[src/rtl/irq_pkg.sv]
package irq_pkg;

   // Which end-of-interrupt form is applied in a cycle
   typedef enum logic [1:0] {
      EOI_NONE    = 2'd0,
      EOI_BY_LINE = 2'd1,
      EOI_TOP     = 2'd2
   } eoi_kind_e;

endpackage

[src/rtl/irq_edge_det.sv]
module irq_edge_det #(
   parameter int WIDTH = 8
) (
   input  logic             clk,
   input  logic             rst_n,
   input  logic [WIDTH-1:0] pins,
   output logic [WIDTH-1:0] rise
);

   logic [WIDTH-1:0] prev_q;

   always_ff @(posedge clk) begin
      if (!rst_n) prev_q <= '0;
      else        prev_q <= pins;
   end

   assign rise = pins & ~prev_q;


   rise_needs_low_chk: assert property (@(posedge clk) disable iff (!rst_n)
      ((rise & $past(pins)) == '0));

endmodule

[src/rtl/irq_msb_enc.sv]
module irq_msb_enc #(
   parameter int WIDTH = 8,
   localparam int IDX_W = (WIDTH > 1) ? $clog2(WIDTH) : 1
) (
   input  logic [WIDTH-1:0] bits_in,
   output logic [IDX_W-1:0] top_idx,
   output logic             any_set
);

   always_comb begin
      top_idx = '0;
      for (int i = 0; i < WIDTH; i++) begin
         if (bits_in[i]) top_idx = IDX_W'(i);
      end
   end

   assign any_set = |bits_in;

endmodule

[src/rtl/irq_vec_gen.sv]
module irq_vec_gen #(
   parameter int N_LINES = 8,
   parameter int VEC_W   = 8,
   localparam int LINE_W = $clog2(N_LINES)
) (
   input  logic               clk,
   input  logic               rst_n,
   input  logic               ack,
   input  logic               pend_any,
   input  logic [LINE_W-1:0]  pend_top,
   input  logic [VEC_W-1:0]   vec_base,
   input  logic [N_LINES-1:0] cascade_map,
   output logic [VEC_W-1:0]   vec_out,
   output logic               vec_valid,
   output logic               slave_vec
);

   logic [LINE_W-1:0] chosen;
   assign chosen = pend_any ? pend_top : '0;

   always_ff @(posedge clk) begin
      if (!rst_n) begin
         vec_out   <= '0;
         vec_valid <= 1'b0;
         slave_vec <= 1'b0;
      end else begin
         vec_valid <= ack;
         slave_vec <= ack & pend_any & cascade_map[chosen];
         if (ack) vec_out <= vec_base | VEC_W'(chosen);
      end
   end


   ack_gives_valid_chk: assert property (@(posedge clk) disable iff (!rst_n)
      ack |=> vec_valid);


   no_stray_valid_chk: assert property (@(posedge clk) disable iff (!rst_n)
      !ack |=> !vec_valid);


   slave_with_valid_chk: assert property (@(posedge clk) disable iff (!rst_n)
      slave_vec |-> vec_valid);

endmodule

[src/rtl/irq_ack_core.sv]
module irq_ack_core #(
   parameter int N_LINES = 8,
   parameter int VEC_W   = 8,
   localparam int LINE_W = $clog2(N_LINES)
) (
   input  logic               clk,
   input  logic               rst_n,
   input  logic [N_LINES-1:0] req_pins,
   input  logic [N_LINES-1:0] mask_bits,
   input  logic [VEC_W-1:0]   vec_base,
   input  logic [N_LINES-1:0] cascade_map,
   input  logic               auto_eoi,
   input  logic               eoi_spec,
   input  logic [LINE_W-1:0]  eoi_line,
   input  logic               eoi_nonspec,
   input  logic               ack,
   output logic               int_pulse,
   output logic [VEC_W-1:0]   vec_out,
   output logic               vec_valid,
   output logic               slave_vec,
   output logic [N_LINES-1:0] irr_q,
   output logic [N_LINES-1:0] isr_q
);
   import irq_pkg::*;

   // Elaboration-time parameter checks
   if (N_LINES < 2 || (N_LINES & (N_LINES - 1)) != 0) begin : g_bad_lines
      $error("irq_ack_core: N_LINES must be a power of two, at least 2");
   end
   if (VEC_W < LINE_W) begin : g_bad_vec
      $error("irq_ack_core: VEC_W must hold a line number");
   end

   logic [N_LINES-1:0] rise;
   logic [LINE_W-1:0]  irr_top, isr_top, nxt_top;
   logic               irr_any, isr_any, nxt_any;
   logic [N_LINES-1:0] irr_nxt, isr_nxt, isr_after_eoi;
   logic [N_LINES-1:0] eoi_clr, ack_bit, accepted, hi_free;
   logic               ack_take, resig, edge_fire, pulse_d;
   eoi_kind_e          eoi_kind;

   irq_edge_det #(.WIDTH(N_LINES)) u_edge (
      .clk(clk), .rst_n(rst_n), .pins(req_pins), .rise(rise)
   );

   irq_msb_enc #(.WIDTH(N_LINES)) u_irr_enc (
      .bits_in(irr_q), .top_idx(irr_top), .any_set(irr_any)
   );

   irq_msb_enc #(.WIDTH(N_LINES)) u_isr_enc (
      .bits_in(isr_q), .top_idx(isr_top), .any_set(isr_any)
   );

   irq_msb_enc #(.WIDTH(N_LINES)) u_nxt_enc (
      .bits_in(irr_nxt), .top_idx(nxt_top), .any_set(nxt_any)
   );

   // End-of-interrupt selection
   always_comb begin
      if (eoi_nonspec)   eoi_kind = EOI_TOP;
      else if (eoi_spec) eoi_kind = EOI_BY_LINE;
      else               eoi_kind = EOI_NONE;
      unique case (eoi_kind)
         EOI_TOP:     eoi_clr = isr_any ? (N_LINES'(1) << isr_top) : '0;
         EOI_BY_LINE: eoi_clr = N_LINES'(1) << eoi_line;
         default:     eoi_clr = '0;
      endcase
   end

   assign isr_after_eoi = isr_q & ~eoi_clr;

   // Acknowledge: highest pending line
   assign ack_take = ack & irr_any;
   assign ack_bit  = ack_take ? (N_LINES'(1) << irr_top) : '0;
   assign accepted = rise & ~mask_bits;

   assign irr_nxt = (irr_q & ~ack_bit) | accepted;
   assign isr_nxt = auto_eoi ? (isr_after_eoi & ~ack_bit)
                             : (isr_after_eoi | ack_bit);

   // A line may signal only when nothing at or above it is in service
   for (genvar g = 0; g < N_LINES; g++) begin : g_free
      assign hi_free[g] = ~|isr_nxt[N_LINES-1:g];
   end

   assign edge_fire = |(accepted & hi_free);
   assign resig     = ((eoi_kind != EOI_NONE) | (ack_take & auto_eoi))
                      & nxt_any & hi_free[nxt_top];
   assign pulse_d   = edge_fire | resig;

   always_ff @(posedge clk) begin
      if (!rst_n) begin
         irr_q     <= '0;
         isr_q     <= '0;
         int_pulse <= 1'b0;
      end else begin
         irr_q     <= irr_nxt;
         isr_q     <= isr_nxt;
         int_pulse <= pulse_d;
      end
   end

   irq_vec_gen #(.N_LINES(N_LINES), .VEC_W(VEC_W)) u_vec (
      .clk(clk), .rst_n(rst_n), .ack(ack),
      .pend_any(irr_any), .pend_top(irr_top),
      .vec_base(vec_base), .cascade_map(cascade_map),
      .vec_out(vec_out), .vec_valid(vec_valid), .slave_vec(slave_vec)
   );


   masked_no_set_chk: assert property (@(posedge clk) disable iff (!rst_n)
      ((irr_q & ~$past(irr_q) & $past(mask_bits)) == '0));


   ack_enters_service_chk: assert property (@(posedge clk) disable iff (!rst_n)
      (ack && irr_q != '0 && !auto_eoi && !eoi_spec && !eoi_nonspec)
      |=> (isr_q != '0));


   auto_no_growth_chk: assert property (@(posedge clk) disable iff (!rst_n)
      (ack && auto_eoi) |=> ($countones(isr_q) <= $countones($past(isr_q))));


   empty_ack_chk: assert property (@(posedge clk) disable iff (!rst_n)
      (ack && irr_q == '0 && !eoi_spec && !eoi_nonspec)
      |=> ($stable(isr_q) && !slave_vec));

endmodule

[config.mk]
export PLATFORM = sky130hd
export DESIGN_NAME = irq_ack_core
export DESIGN_NICKNAME = d
export VERILOG_FILES = /design/src/rtl/irq_pkg.sv /design/src/rtl/irq_edge_det.sv /design/src/rtl/irq_msb_enc.sv /design/src/rtl/irq_vec_gen.sv /design/src/rtl/irq_ack_core.sv
export SDC_FILE = /design/constraint.sdc
export NUM_CORES = 1
export LEC_CHECK = 0
export ABC_AREA = 1
export BUFFER_PORTS_ARGS = -buffer_cell sky130_fd_sc_hd__buf_2
export CAP_MARGIN = 20
export CORE_AREA = 8 8 78 80
export CTS_CLUSTER_DIAMETER = 50
export CTS_CLUSTER_SIZE = 40
export DETAILED_ROUTE_END_ITERATION = 10
export DIE_AREA = 0 0 86 88
export GPL_TIMING_DRIVEN = 0
export PLACE_DENSITY = 0.83
export REMOVE_ABC_BUFFERS = 1
export SLEW_MARGIN = 15
export SYNTH_ARGS = -nofsm -noshare
export SYNTH_HDL_FRONTEND = slang
export SYNTH_HIERARCHICAL = 1
export SYNTH_SLANG_ARGS = --single-unit
[constraint.sdc]
create_clock -name clk -period 2.1 [get_ports clk]
set_input_delay 0.42 -clock clk [delete_from_list [all_inputs] [get_ports clk]]
set_output_delay 0.42 -clock clk [all_outputs]
set_load 0.05 [all_outputs]
# ---- Yosys cells after proc, flatten, opt, wreduce, memory -nomap -nowiden
# Cells that the tools add are included.
dict set report word_totals {
  reg_bits 35
  input_bits 41
  output_inout_bits 27
  elab_cells 86
}
dict set report classes {
  n_lt_le_gt_ge 2
  eq_ne 2
  shifts 3
  muxes 32
  bitwise_logic 20
  reduce_logical 20
}
# cell n
set op_table {}
lappend op_table {{$and 8x8->8} 6}
lappend op_table {{$reduce_or 8->1} 5}
lappend op_table {{$mux 3} 13}
lappend op_table {{$not 8->8} 4}
lappend op_table {{$mux 8} 3}
lappend op_table {{$shl 1x3->8 const A} 3}
lappend op_table {{$or 8x8->8} 2}
lappend op_table {{$pmux 8 s2} 1}
lappend op_table {{$mux 2} 7}
lappend op_table {{$logic_not 1->1} 8}
lappend op_table {{$lt 3x4->1 const B} 2}
lappend op_table {{$or 8x3->8} 1}
lappend op_table {{$reduce_or 7->1} 1}
lappend op_table {{$bmux 1 s3} 2}
lappend op_table {{$mux 1} 6}
lappend op_table {{$reduce_or 6->1} 1}
lappend op_table {{$and 1x1->1} 5}
lappend op_table {{$reduce_or 5->1} 1}
lappend op_table {{$reduce_or 4->1} 1}
lappend op_table {{$reduce_or 3->1} 1}
lappend op_table {{$eq 2x1->1 const B} 1}
lappend op_table {{$eq 2x2->1 const B} 1}
lappend op_table {{$or 1x1->1} 2}
lappend op_table {{$reduce_bool 2->1} 1}
lappend op_table {{$reduce_or 2->1} 1}

# ---- Longest topological paths before layout
# Gate-level depths: netlist of the first run.
dict set report depth {
  word_depth 23
  depth_mapped 28
  depth_no_buf 28
}

# ---- By module
# The synthesis of the first run kept the hierarchy.
# mod instances cells_per_inst area_per_inst_um2 seq_area_each_um2
set by_module_without_submodules {}
lappend by_module_without_submodules {irq_ack_core 1 233 1228.7 340.3}
lappend by_module_without_submodules {irq_vec_gen 1 61 417.9 200.2}
lappend by_module_without_submodules {irq_edge_det 1 41 285.3 160.2}
lappend by_module_without_submodules {irq_msb_enc 3 20 77.6 0.0}

# ---- Least setup slack after synthesis of the first run
# OpenSTA, ideal clock, no wires.
dict set report synth_path {
  kind {reg-to-reg}
  start {register irr_q[2]}
  end {register int_pulse}
  setup_time_ps 65
  arrival_ps 2456
  required_ps 2035
  path_slack_ps -421
  path_stages_with_launch 29
  path_buffers 0
  period_less_slack_ps 2521
  path_cell_list {dfxtp_1 inv_1 nand2_1 nand2_1 nand2_1 nand2_1 nand2_1 nand2_1 inv_1 nand2_1 nor2_1 inv_1 nand2_1 nand2_1 inv_1 nand2_1 nand2_1 nand2_1 nand2_1 nand2_1 nand2_1 inv_1 a21oi_1 nand2_1 nand3_1 nand2_1 nor2_1 nor2_1 nor2_1}
}
dict set report synth_between {
  elab_cells_between_ends 48
  classes_between {shift: 1; mux: 17; bitwise: 12; reduce/logical: 18}
}
# item line_no
set synth_rtl {}
lappend synth_rtl {{start, declared} irq_ack_core.sv:21} ;# output logic [N_LINES-1:0] irr_q,
lappend synth_rtl {{start signal, assigned} irq_ack_core.sv:97} ;# irr_q <= irr_nxt;
lappend synth_rtl {{$mux 2 (2 in series)} irq_msb_enc.sv:13} ;# if (bits_in[i]) top_idx = IDX_W'(i);
lappend synth_rtl {{$mux 3 (4 in series)} irq_msb_enc.sv:13}
lappend synth_rtl {{net irr_top[0]} irq_ack_core.sv:35} ;# logic [LINE_W-1:0] irr_top, isr_top, nxt_top;
lappend synth_rtl {{$shl 1x3->8} irq_ack_core.sv:74} ;# assign ack_bit = ack_take ? (N_LINES'(1) << irr_top) : '0;
lappend synth_rtl {{$mux 8} irq_ack_core.sv:74}
lappend synth_rtl {{$not 8->8} irq_ack_core.sv:77} ;# assign irr_nxt = (irr_q & ~ack_bit) | accepted;
lappend synth_rtl {{$and 8x8->8} irq_ack_core.sv:77}
lappend synth_rtl {{$or 8x8->8} irq_ack_core.sv:77}
lappend synth_rtl {{net irr_nxt[2]} irq_ack_core.sv:37} ;# logic [N_LINES-1:0] irr_nxt, isr_nxt, isr_after_eoi;
lappend synth_rtl {{$mux 2 (2 in series)} irq_msb_enc.sv:13}
lappend synth_rtl {{$mux 3 (4 in series)} irq_msb_enc.sv:13}
lappend synth_rtl {{net nxt_top[0]} irq_ack_core.sv:35}
lappend synth_rtl {{$bmux 1 s3} irq_ack_core.sv:88} ;# & nxt_any & hi_free[nxt_top];
lappend synth_rtl {{$mux 1 (not written as such)} irq_ack_core.sv:88}
lappend synth_rtl {{$and 1x1->1} irq_ack_core.sv:88}
lappend synth_rtl {{$or 1x1->1} irq_ack_core.sv:89} ;# assign pulse_d = edge_fire | resig;
lappend synth_rtl {{end signal, assigned} irq_ack_core.sv:99} ;# int_pulse <= pulse_d;
lappend synth_rtl {{end, declared} irq_ack_core.sv:17} ;# output logic int_pulse,
# The timed path passes the listed nets, and every way through them passes these cells. The select of a mux whose other input is x is not followed.
# A chain may end at the register's enable or synchronous reset.

# ---- Worst setup path after layout of the first run
dict set report layout_path {
  start {register irr_q[3]}
  end {register int_pulse}
}
dict set report layout_between {
  elab_cells_between_ends 47
  classes_between {shift: 1; mux: 16; bitwise: 12; reduce/logical: 18}
}
# item line_no
set layout_rtl {}
lappend layout_rtl {{$reduce_or 8->1} irq_msb_enc.sv:17} ;# assign any_set = |bits_in;
lappend layout_rtl {{net irr_any} irq_ack_core.sv:36} ;# logic irr_any, isr_any, nxt_any;
lappend layout_rtl {{$and 1x1->1} irq_ack_core.sv:73} ;# assign ack_take = ack & irr_any;
lappend layout_rtl {{$mux 8} irq_ack_core.sv:74}
lappend layout_rtl {{$not 8->8} irq_ack_core.sv:77}
lappend layout_rtl {{$and 8x8->8} irq_ack_core.sv:77}
lappend layout_rtl {{$or 8x8->8} irq_ack_core.sv:77}
lappend layout_rtl {{net irr_nxt[2]} irq_ack_core.sv:37}
lappend layout_rtl {{$mux 2 (2 in series)} irq_msb_enc.sv:13}
lappend layout_rtl {{$mux 3 (4 in series)} irq_msb_enc.sv:13}
lappend layout_rtl {{net nxt_top[0]} irq_ack_core.sv:35}
lappend layout_rtl {{$bmux 1 s3} irq_ack_core.sv:88}
lappend layout_rtl {{$mux 1 (not written as such)} irq_ack_core.sv:88}
lappend layout_rtl {{$and 1x1->1} irq_ack_core.sv:88}
lappend layout_rtl {{$or 1x1->1} irq_ack_core.sv:89}
# The timed path passes the listed nets, and every way through them passes these cells. The select of a mux whose other input is x is not followed.

==> qor.yml, run 1 <==
status:
  status: "finished, violations left"
  violations: "setup timing"
yosys:
  ys_ff_latch: 35
  synth_top_family_by_area: "simple AND/OR/NAND/NOR gates"
  synthTopCellsByCount: "nand2_1, nor2_1, inv_1, dfxtp_1, nand3_1"
  ys.warnings.count: 6
  ys.flop_type: "dfxtp_1"
  synthTopCellsByArea: "dfxtp_1, nand2_1, nor2_1, inv_1, nand3_1"
  syn_inst: 395
  synthDistinctLibCells: 19
  ys_seq_area_share_pct: 32.4
  synth_compound_area_share_pct: 8.55
  synth_top_cell_by_area: "dfxtp_1"
  synth_area_per_cell_um2: 5.48
  synthMostInstantiatedCell: "nand2_1"
  synth_fa_ha_area_share_pct: 0
  synth_edf_count: 0
  synth_mux_area_share_pct: 0
  post_synth_and_or_nand_nor_area_fraction_pct: 44.6
  synth_top_area_share_pct: 32.4
  synthesis.area_um2: 2160
  synth_xor_area_share_pct: 0
  synthArstFlopShare_pct: 0
routing:
  drt_wl_total_um: 6420
  vias: 2556
  drc_errors: 0
  vias_per_cell: 4.69
  drt-wirelength-per-cell_um: 11.8
  dr.pass1.iters: 4
  ant_nets: 0
  drt_iter0_markers: 132
clock_network:
  cts_tree: "done"
  cts_root_buf: "clkbuf_8"
  cts.reportedPaths.clkPinSlew_ns: 0.07
  cts_hold_buf: 0
  clock_latency_ns: 0.29
  cts_buffers: 5
  cts_htree_levels: 2
  clockBufferDepth: 2
  cts_sinks: 35
finish:
  area_delta_synth_final_pct: 34.1
  multi_input_area_um2: 1310
  fin_nets: 515
  seq_area_um2: 706
  nFillCells: 476
  antenna_cells: 0
  drive_gt1_share_pct: 27.8
placed_design:
  hpwl_um: 4850
  place_congestion: 0.927
  io_buffers: 67
sta:
  setup_tns_ns: -0.206
  grt_setup_unrepaired: "yes"
  fmax_mhz: 434
  drv_slew: 0
  relSlewSlack_pct: 65.4
  skew_ns: 0.00988
  setup_ws_ns: -0.206
  fin_crit_sh_pct: 110
  fin_crit_ns: 2.31
  setup_viol: 1
  hold_viol_final: 0
  worst_hold_slack_ns: 0.313
  tightest_slew_ns: 0.516
pwr:
  p_per_area_nw_per_um2: 691
  max-vdd-ir-drop_v: 0.000604
  power_leakage_uw: 0.00166
worst_setup_path:
  cp.required_ns: 2.26
  crit_top_cell: "nand2_1"
  crit_start: "irr_q[3]"
  ff2ff_path_depth: 25
  criticalPathCategory: "reg -> reg"
  path_max_fanout: 4
  worst_ep_arrival_time_ns: 2.47
  start_kind: "flip-flop"
  worst_path_largest_cell_delay_ns: 0.34
  cp-end-kind: "flip-flop"
  rr_startpoint: "irr_q[3]"
  critPathSlowestCell: "dfxtp_2"
worst_hold_path:
  hold_depth: 3
  hold_class: "in -> reg"
  hp-start: "req_pins[4]"
floorplan:
  die_w_um: 86
  ios: 68
  fp-row-count: 26
  dieArea_um2: 7570
  start_util_pct: 44.1
  die_h_um: 88
  core_um2: 4910
run:
  drv_cap: 0
global_routing:
  grtUsageTotal_pct: 17.2
  antenna_found_initial: 0
  grt_pass1_vias: 2515
  grt_pass1_wl_um: 10500
  grt_remaining_overflow: 0
  grt_max_degree: 19
-- where the power goes --
group / leakage [uW] / internal, uW / switching [uW] / total (uW)
Sequential: 0.000290 / 709 / 28.6 / 737
Combinational: 0.00132 / 240 / 513 / 753
Clock: 0.0000484 / 268 / 248 / 516
-- layout by cell type (no fill, tap or decap), drive strengths merged --
master  netlist  final
a21boi        1      1
a21oi        19     19
buf           2     75
clkbuf        1      7
clkinv        1      2
dfxtp        35     35
inv          79     79
nand2       120    120
nand3        28     28
nand4         1      1
nor2         90     90
nor3          3      3
o21ai        14     14
o31a          1      1
-- registers in the layout (all words and copies together), names as in the netlist --
register         flops
irr_q                8
isr_q                8
u_edge/prev_q        8
u_vec/vec_out        8
int_pulse            1
u_vec/slave_vec      1
u_vec/vec_valid      1
-- per-layer routing --
metal | up-vias | track usage, % | wire length [um]
met4 | 0 | 9.39 | 115
met1 | 1135 | 18.7 | 2770
met3 | 12 | 3.94 | 446
li1 | 1336 | - | -
met5 | - | 0 | 0
met2 | 73 | 30.2 | 3090
-- cell families after synthesis --
family          count (synthesis)
compound gates                 35
simple gates                  242
buf+inv                        83
flops                          35
-- worst paths after layout --
path	slack, ns	endpoint
worst max-delay path	-0.21	int_pulse
worst min-delay path	0.31	u_edge/prev_q[4]
worst max register to register	-0.21	int_pulse
worst min register to register	0.50	u_vec/vec_out[4]
-- cell type report --
type / count / share of cell area [%]
Multi-Input combinational cell: 277 / 45.2
Sequential cell: 35 / 24.3
Timing Repair Buffer: 75 / 13.8
Inverter: 80 / 10.4
Tap cell: 70 / 3.02
Clock buffer: 7 / 2.97
Clock inverter: 1 / 0.302
-- worst max-delay path, delay by kind of cell, from the launching register on --
| family | cells | cell delay (ns) |
|---|---|---|
| AOI/OAI and AO/OA | 1 | 0.05 |
| buffers and inverters | 5 | 0.40 |
| DFF | 1 | 0.34 |
| and+or+nand+nor | 19 | 1.37 |
-- repair_timing --
item                                    CTS  global route
pin swaps                                 8            18
gates resized for setup                  27            31
endpoints found under the setup margin    1             1
setup buffers                             6             2
cloned                                    0             0
-- through the flow --
stage	util, %	cells	setup slack (ns)	power, uW	instance area [um^2]
finish	59.1	545	-0.206	2010	2900
global route	59.1	545	-0.467	2120	2900
CTS	56.9	543	-0.133	1950	2800
detailed placement	52.4	529	-0.546	1370	2570
global placement	52.4	529	-0.539	1360	2570
floorplan	-	392	-0.426	1210	2150
Note: power is estimated with default switching activity, not from simulation.
==> run 2, diff against run 1 <==
--- a/config.mk
+++ b/config.mk
@@ -8,13 +8,13 @@
 export ABC_AREA = 1
 export BUFFER_PORTS_ARGS = -buffer_cell sky130_fd_sc_hd__buf_2
 export CAP_MARGIN = 20
-export CORE_AREA = 8 8 78 80
+export CORE_AREA = 8 8 75 77
 export CTS_CLUSTER_DIAMETER = 50
 export CTS_CLUSTER_SIZE = 40
 export DETAILED_ROUTE_END_ITERATION = 10
-export DIE_AREA = 0 0 86 88
+export DIE_AREA = 0 0 83 85
 export GPL_TIMING_DRIVEN = 0
-export PLACE_DENSITY = 0.83
+export PLACE_DENSITY = 0.86
 export REMOVE_ABC_BUFFERS = 1
 export SLEW_MARGIN = 15
 export SYNTH_ARGS = -nofsm -noshare
==> constraint.sdc (replaced) <==
create_clock -name clk -period 2.6 [get_ports clk]
set_input_delay 0.52 -clock clk [delete_from_list [all_inputs] [get_ports clk]]
set_output_delay 0.52 -clock clk [all_outputs]
set_load 0.05 [all_outputs]
==> run 2 against run 1 <==
Highest routed layer unchanged. Clock power shrank 22%. The flow now finishes without violations. Register-to-register slack improved by 0.45 ns. Wire length decreased by 5.5%.
==> qor.yml, run 2 (synthesis gave the netlist of run 1 again) <==
status:
  status: "finished clean"
sta:
  setup_ws_ns: 0.249
  drv_slew: 0
  tightest_slew_ns: 0.488
  skew_ns: 0.00830
  fin_crit_sh_pct: 90.4
  setup_viol: 0
  worst_hold_slack_ns: 0.419
  relSlewSlack_pct: 67.3
  fmax_mhz: 425
  hold_viol_final: 0
  fin_crit_ns: 2.35
placed_design:
  dp_cells: 513
  io_buffers: 67
  placed_area_um2: 2550
  place_congestion: 0.925
  post-place-ws_ns: -0.00380
  hpwl_um: 4740
global_routing:
  grt_pass1_wl_um: 9960
  met2_usage_pct: 28.0
  antenna_found_initial: 0
  grt.busiest_layer: "met2"
  grt_remaining_overflow: 0
  grt_pass1_vias: 2484
  grtUsageMet3_pct: 5.46
  met1_usage_pct: 18.1
  grt_max_degree: 19
  grtUsageTotal_pct: 16.5
worst_setup_path:
  criticalPathCategory: "reg -> reg"
  crit_top_cell: "nand2_1"
  path_max_fanout: 7
  crit_start: "irr_q[6]"
  rr_startpoint: "irr_q[6]"
  cp.required_ns: 2.83
  worst_ep_arrival_time_ns: 2.58
  crit_family: "simple AND/OR/NAND/NOR gates"
  cp-end-kind: "flip-flop"
  path_buf_inv: 4
  start_kind: "flip-flop"
  critPathSlowestCell: "dfxtp_1"
  crit_chain: "nor2_2 > nand2_2 > inv_1 > nand3_1 > nor2_4 > inv_1 > nand2_1 > nand2_1 > inv_1 > nand2_1 > nand2_1 > nand2_1 > nand2_1 > nand2_1 > nand2_1 > inv_2 > a21oi_1 > nand2_1 > nand3_1 > nand2_1 > nor2_1 > nor2_1 > nor2_1"
  worst_path_largest_cell_delay_ns: 0.34
worst_hold_path:
  hp-start: "req_pins[3]"
  hold_class: "in -> reg"
clock_network:
  clockBufferDepth: 2
  cts_htree_levels: 2
  cts_sinks: 35
  cts_tree: "done"
  clock_latency_ns: 0.29
  cts.reportedPaths.clkPinSlew_ns: 0.07
  cts_root_buf: "clkbuf_8"
  cts_buffers: 5
routing:
  drc_errors: 0
  drt_iter0_markers: 120
  ant_nets: 0
  drt-wirelength-per-cell_um: 11.6
  drt_wl_total_um: 6070
  dr.pass1.iters: 5
  vias: 2534
  vias_per_cell: 4.85
pwr:
  power_leakage_uw: 0.00161
  p_per_area_nw_per_um2: 565
  max-vdd-ir-drop_v: 0.000454
finish:
  drive_gt1_share_pct: 21.6
  antenna_cells: 0
  design_area_um2: 2720
  area_delta_synth_final_pct: 25.8
  final_common_cell: "nand2_1"
  instances_no_fill: 522
  most-common-layout-cells: "nand2_1, nor2_1, inv_1, buf_2, dfxtp_1"
  fin_nets: 509
  fin_util_pct: 60.0
floorplan:
  dieArea_um2: 7060
  ios: 68
  start_util_pct: 47.7
  die_w_um: 83
  die_h_um: 85
  fp-row-count: 25
  core_um2: 4540
run:
  drv_cap: 0
## run 2: changes by cell type in the layout (fill, tap and decap cells not counted), moves of 4 or more
cell and delta:
nand2_1 +12, nand2_2 -7, buf_4 -5, inv_1 +5, nand2_4 -5, inv_2 -4
## run 2: worst paths after layout
path,cells after the start,end,slack [ns]
hold reg to reg,2,u_vec/vec_out[6],0.50
setup / recovery,23,int_pulse,0.25
setup reg to reg,23,int_pulse,0.25
hold / removal,3,u_edge/prev_q[3],0.42
## run 2: power by group
| group | internal (uW) | switching (uW) | leakage [uW] |
|---|---|---|---|
| registers | 572 | 20.6 | 0.000290 |
| logic | 163 | 380 | 0.00127 |
| clock network | 208 | 193 | 0.0000470 |
## run 2: layout make-up
| type | count | area [um^2] |
|---|---|---|
| timing repair buffer | 69 | 350 |
| multi-input combinational | 277 | 1210 |
| clock inverter | 1 | 5.00 |
| fill | 454 | 1810 |
| tap | 54 | 67.6 |
| inverter | 80 | 300 |
| sequential | 35 | 703 |
| clock buffer | 6 | 82.6 |
## run 2: routing by layer
layer,vias up,wire [um]
met5,-,0
met1,1105,2570
met3,14,469
li1,1324,-
met4,0,140
met2,91,2890
## run 2: stage by stage
stage | TNS (ns) | power (uW)
floorplan | 0 | 973
global placement | 0 | 1100
detailed placement | -0.00380 | 1110
CTS | 0 | 1510
global route | -0.00552 | 1630
finish | 0 | 1540
## run 2: repair_timing
item,4_1_cts,5_1_grt
gates resized for setup,1,19
setup endpoints to repair,1,1
cloned,0,0
buffers inserted,0,2
hold buffers,0,0
pin swaps,0,3
## run 2: tightest hold or removal path, delay by kind of cell
family,cells,cell delay [ns]
buf+inv,2,0.12
simple gates,1,0.04
==> run 3, diff against run 2 <==
--- a/config.mk
+++ b/config.mk
@@ -8,13 +8,13 @@
 export ABC_AREA = 1
 export BUFFER_PORTS_ARGS = -buffer_cell sky130_fd_sc_hd__buf_2
 export CAP_MARGIN = 20
-export CORE_AREA = 8 8 75 77
+export CORE_AREA = 8 8 72 74
 export CTS_CLUSTER_DIAMETER = 50
 export CTS_CLUSTER_SIZE = 40
 export DETAILED_ROUTE_END_ITERATION = 10
-export DIE_AREA = 0 0 83 85
+export DIE_AREA = 0 0 80 82
 export GPL_TIMING_DRIVEN = 0
-export PLACE_DENSITY = 0.86
+export PLACE_DENSITY = 0.92
 export REMOVE_ABC_BUFFERS = 1
 export SLEW_MARGIN = 15
 export SYNTH_ARGS = -nofsm -noshare
==> constraint.sdc (replaced) <==
create_clock -name clk -period 3 [get_ports clk]
set_input_delay 0.6 -clock clk [delete_from_list [all_inputs] [get_ports clk]]
set_output_delay 0.6 -clock clk [all_outputs]
set_load 0.05 [all_outputs]
==> run 3 against run 2 <==
Clock skew is 0.0029 ns lower. First-iteration DRC count rose by 42%. Non-clock buffer count is 2 lower. Worst setup slack better by 0.14 ns. Critical path depth unchanged. Total power is 8.8% lower. Core utilization is 4.4 points higher. Clock-buffer cell count unchanged. Die area shrank 7.0%. Critical path type unchanged. Critical endpoint unchanged.
==> qor.yml, run 3 (synthesis gave the netlist of run 1 again) <==
sta:
  grt_setup_unrepaired: "no"
  fin_crit_ns: 2.61
  fmax_mhz: 383
  drv_slew: 0
  setup_tns_ns: 0
  setup_ws_ns: 0.387
  setup_viol: 0
  tightest_slew_ns: 0.488
  fin_crit_sh_pct: 87.1
  hold_viol_final: 0
  skew_ns: 0.00536
  relSlewSlack_pct: 67.3
clock_network:
  cts_hold_buf: 0
  post_cts_buffers: 0
  post_cts_resized: 0
  clock_latency_ns: 0.30
  cts_sinks: 35
  cts_buffers: 5
  cts_htree_levels: 2
  cts_tree: "done"
  cts.reportedPaths.clkPinSlew_ns: 0.07
  cts_root_buf: "clkbuf_8"
  clockBufferDepth: 2
status:
  status: "finished clean"
floorplan:
  dieArea_um2: 6560
  fp-row-count: 24
  ios: 68
  start_util_pct: 52.2
  die_h_um: 82
  die_w_um: 80
  core_um2: 4140
worst_setup_path:
  worst_ep_arrival_time_ns: 2.84
  crit_chain: "inv_1 > nand2_1 > nor3_1 > nand3_1 > nand2_1 > nor2_2 > nand2_1 > nand2_1 > nand2_1 > nand2_1 > nand2_1 > nand2_1 > nand2_1 > nand2_1 > nand2_1 > inv_1 > a21oi_1 > nand3_1 > nand2_1 > nor2_1 > nor2_1 > nor2_1 > nor2_1"
  cp-end-kind: "flip-flop"
  ff2ff_path_depth: 23
  crit_family: "simple AND/OR/NAND/NOR gates"
  critPathSlowestCell: "dfxtp_1"
  crit_top_cell: "nand2_1"
  start_kind: "flip-flop"
  crit_cells: 23
  cp.required_ns: 3.23
  path_max_fanout: 9
  path_buf_inv: 2
  criticalPathCategory: "reg -> reg"
  worst_path_largest_cell_delay_ns: 0.32
routing:
  drt-wirelength-per-cell_um: 11.1
  drc_errors: 0
  drt_wl_total_um: 5740
  vias: 2469
  ant_nets: 0
  vias_per_cell: 4.76
  drt_iter0_markers: 170
  dr.pass1.iters: 4
finish:
  nFillCells: 395
  drive_gt1_share_pct: 18.0
  final_common_cell: "nand2_1"
  most-common-layout-cells: "nand2_1, nor2_1, inv_1, buf_2, dfxtp_1"
  multi_input_area_um2: 1150
  antenna_cells: 0
  seq_area_um2: 701
  fin_nets: 507
  area_delta_synth_final_pct: 23.3
pwr:
  power_leakage_uw: 0.00161
  p_per_area_nw_per_um2: 525
  max-vdd-ir-drop_v: 0.000423
run:
  drv_cap: 0
placed_design:
  hpwl_um: 4650
  place_congestion: 0.938
  io_buffers: 67
  post-place-ws_ns: 0.421
global_routing:
  antenna_found_initial: 0
  grt_pass1_wl_um: 9080
  grt_remaining_overflow: 0
  grtUsageTotal_pct: 17.3
  grt_pass1_vias: 2259
  grt_max_degree: 19
worst_hold_path:
  hold_depth: 3
  hold_class: "in -> reg"
## run 3: cell count changes in the layout (fill, tap and decap cells not counted), sizes merged
| cell | previous run | this run |
|---|---|---|
| bufinv | 0 | 1 |
| buf | 69 | 67 |
## run 3: area by class of cell
type                    count  area share, %
flip-flops and latches     35           26.3
inverters                  80           11.3
repair buffers             67           12.6
clock inverters             2           1.31
multi-input cells         277           43.1
well taps                  52           2.44
clock buffers               6           3.09
## run 3: where the power goes
group,internal [uW],switching (uW)
Sequential,495,15.9
Combinational,129,311
Clock,269,182
## run 3: worst min-delay path, delay by kind of cell
kind	cells	cell delay (ns)
buf+inv	2	0.13
simple gates	1	0.04
## run 3: through the flow
step | cells | hold slack (ns) | power, uW | area (um^2) | util (%)
final | 519 | 0.494 | 1400 | 2670 | 64.4
after global routing | 519 | 0.495 | 1470 | 2670 | 64.4
after CTS | 519 | 0.490 | 1400 | 2670 | 64.4
after detailed placement | 511 | 0.476 | 959 | 2550 | 61.6
after global placement | 511 | 0.469 | 950 | 2550 | 61.6
after floorplan | 392 | 0.504 | 844 | 2150 | -
## run 3: final timing paths
check,startpoint,to,slack (ns)
max,irr_q[3],int_pulse,0.39
min,req_pins[2],u_edge/prev_q[2],0.49
max reg2reg,irr_q[3],int_pulse,0.39
min reg2reg,u_vec/vec_out[3],u_vec/vec_out[3],0.50
## run 3: routing by layer
layer | GRT usage, % | part of all wire, % | up-vias
li1 | - | - | 1322
met4 | 8.73 | 2.8 | 0
met3 | 5.03 | 7.3 | 19
met5 | 0 | 0 | -
met2 | 29.4 | 46 | 86
met1 | 19.2 | 44 | 1042
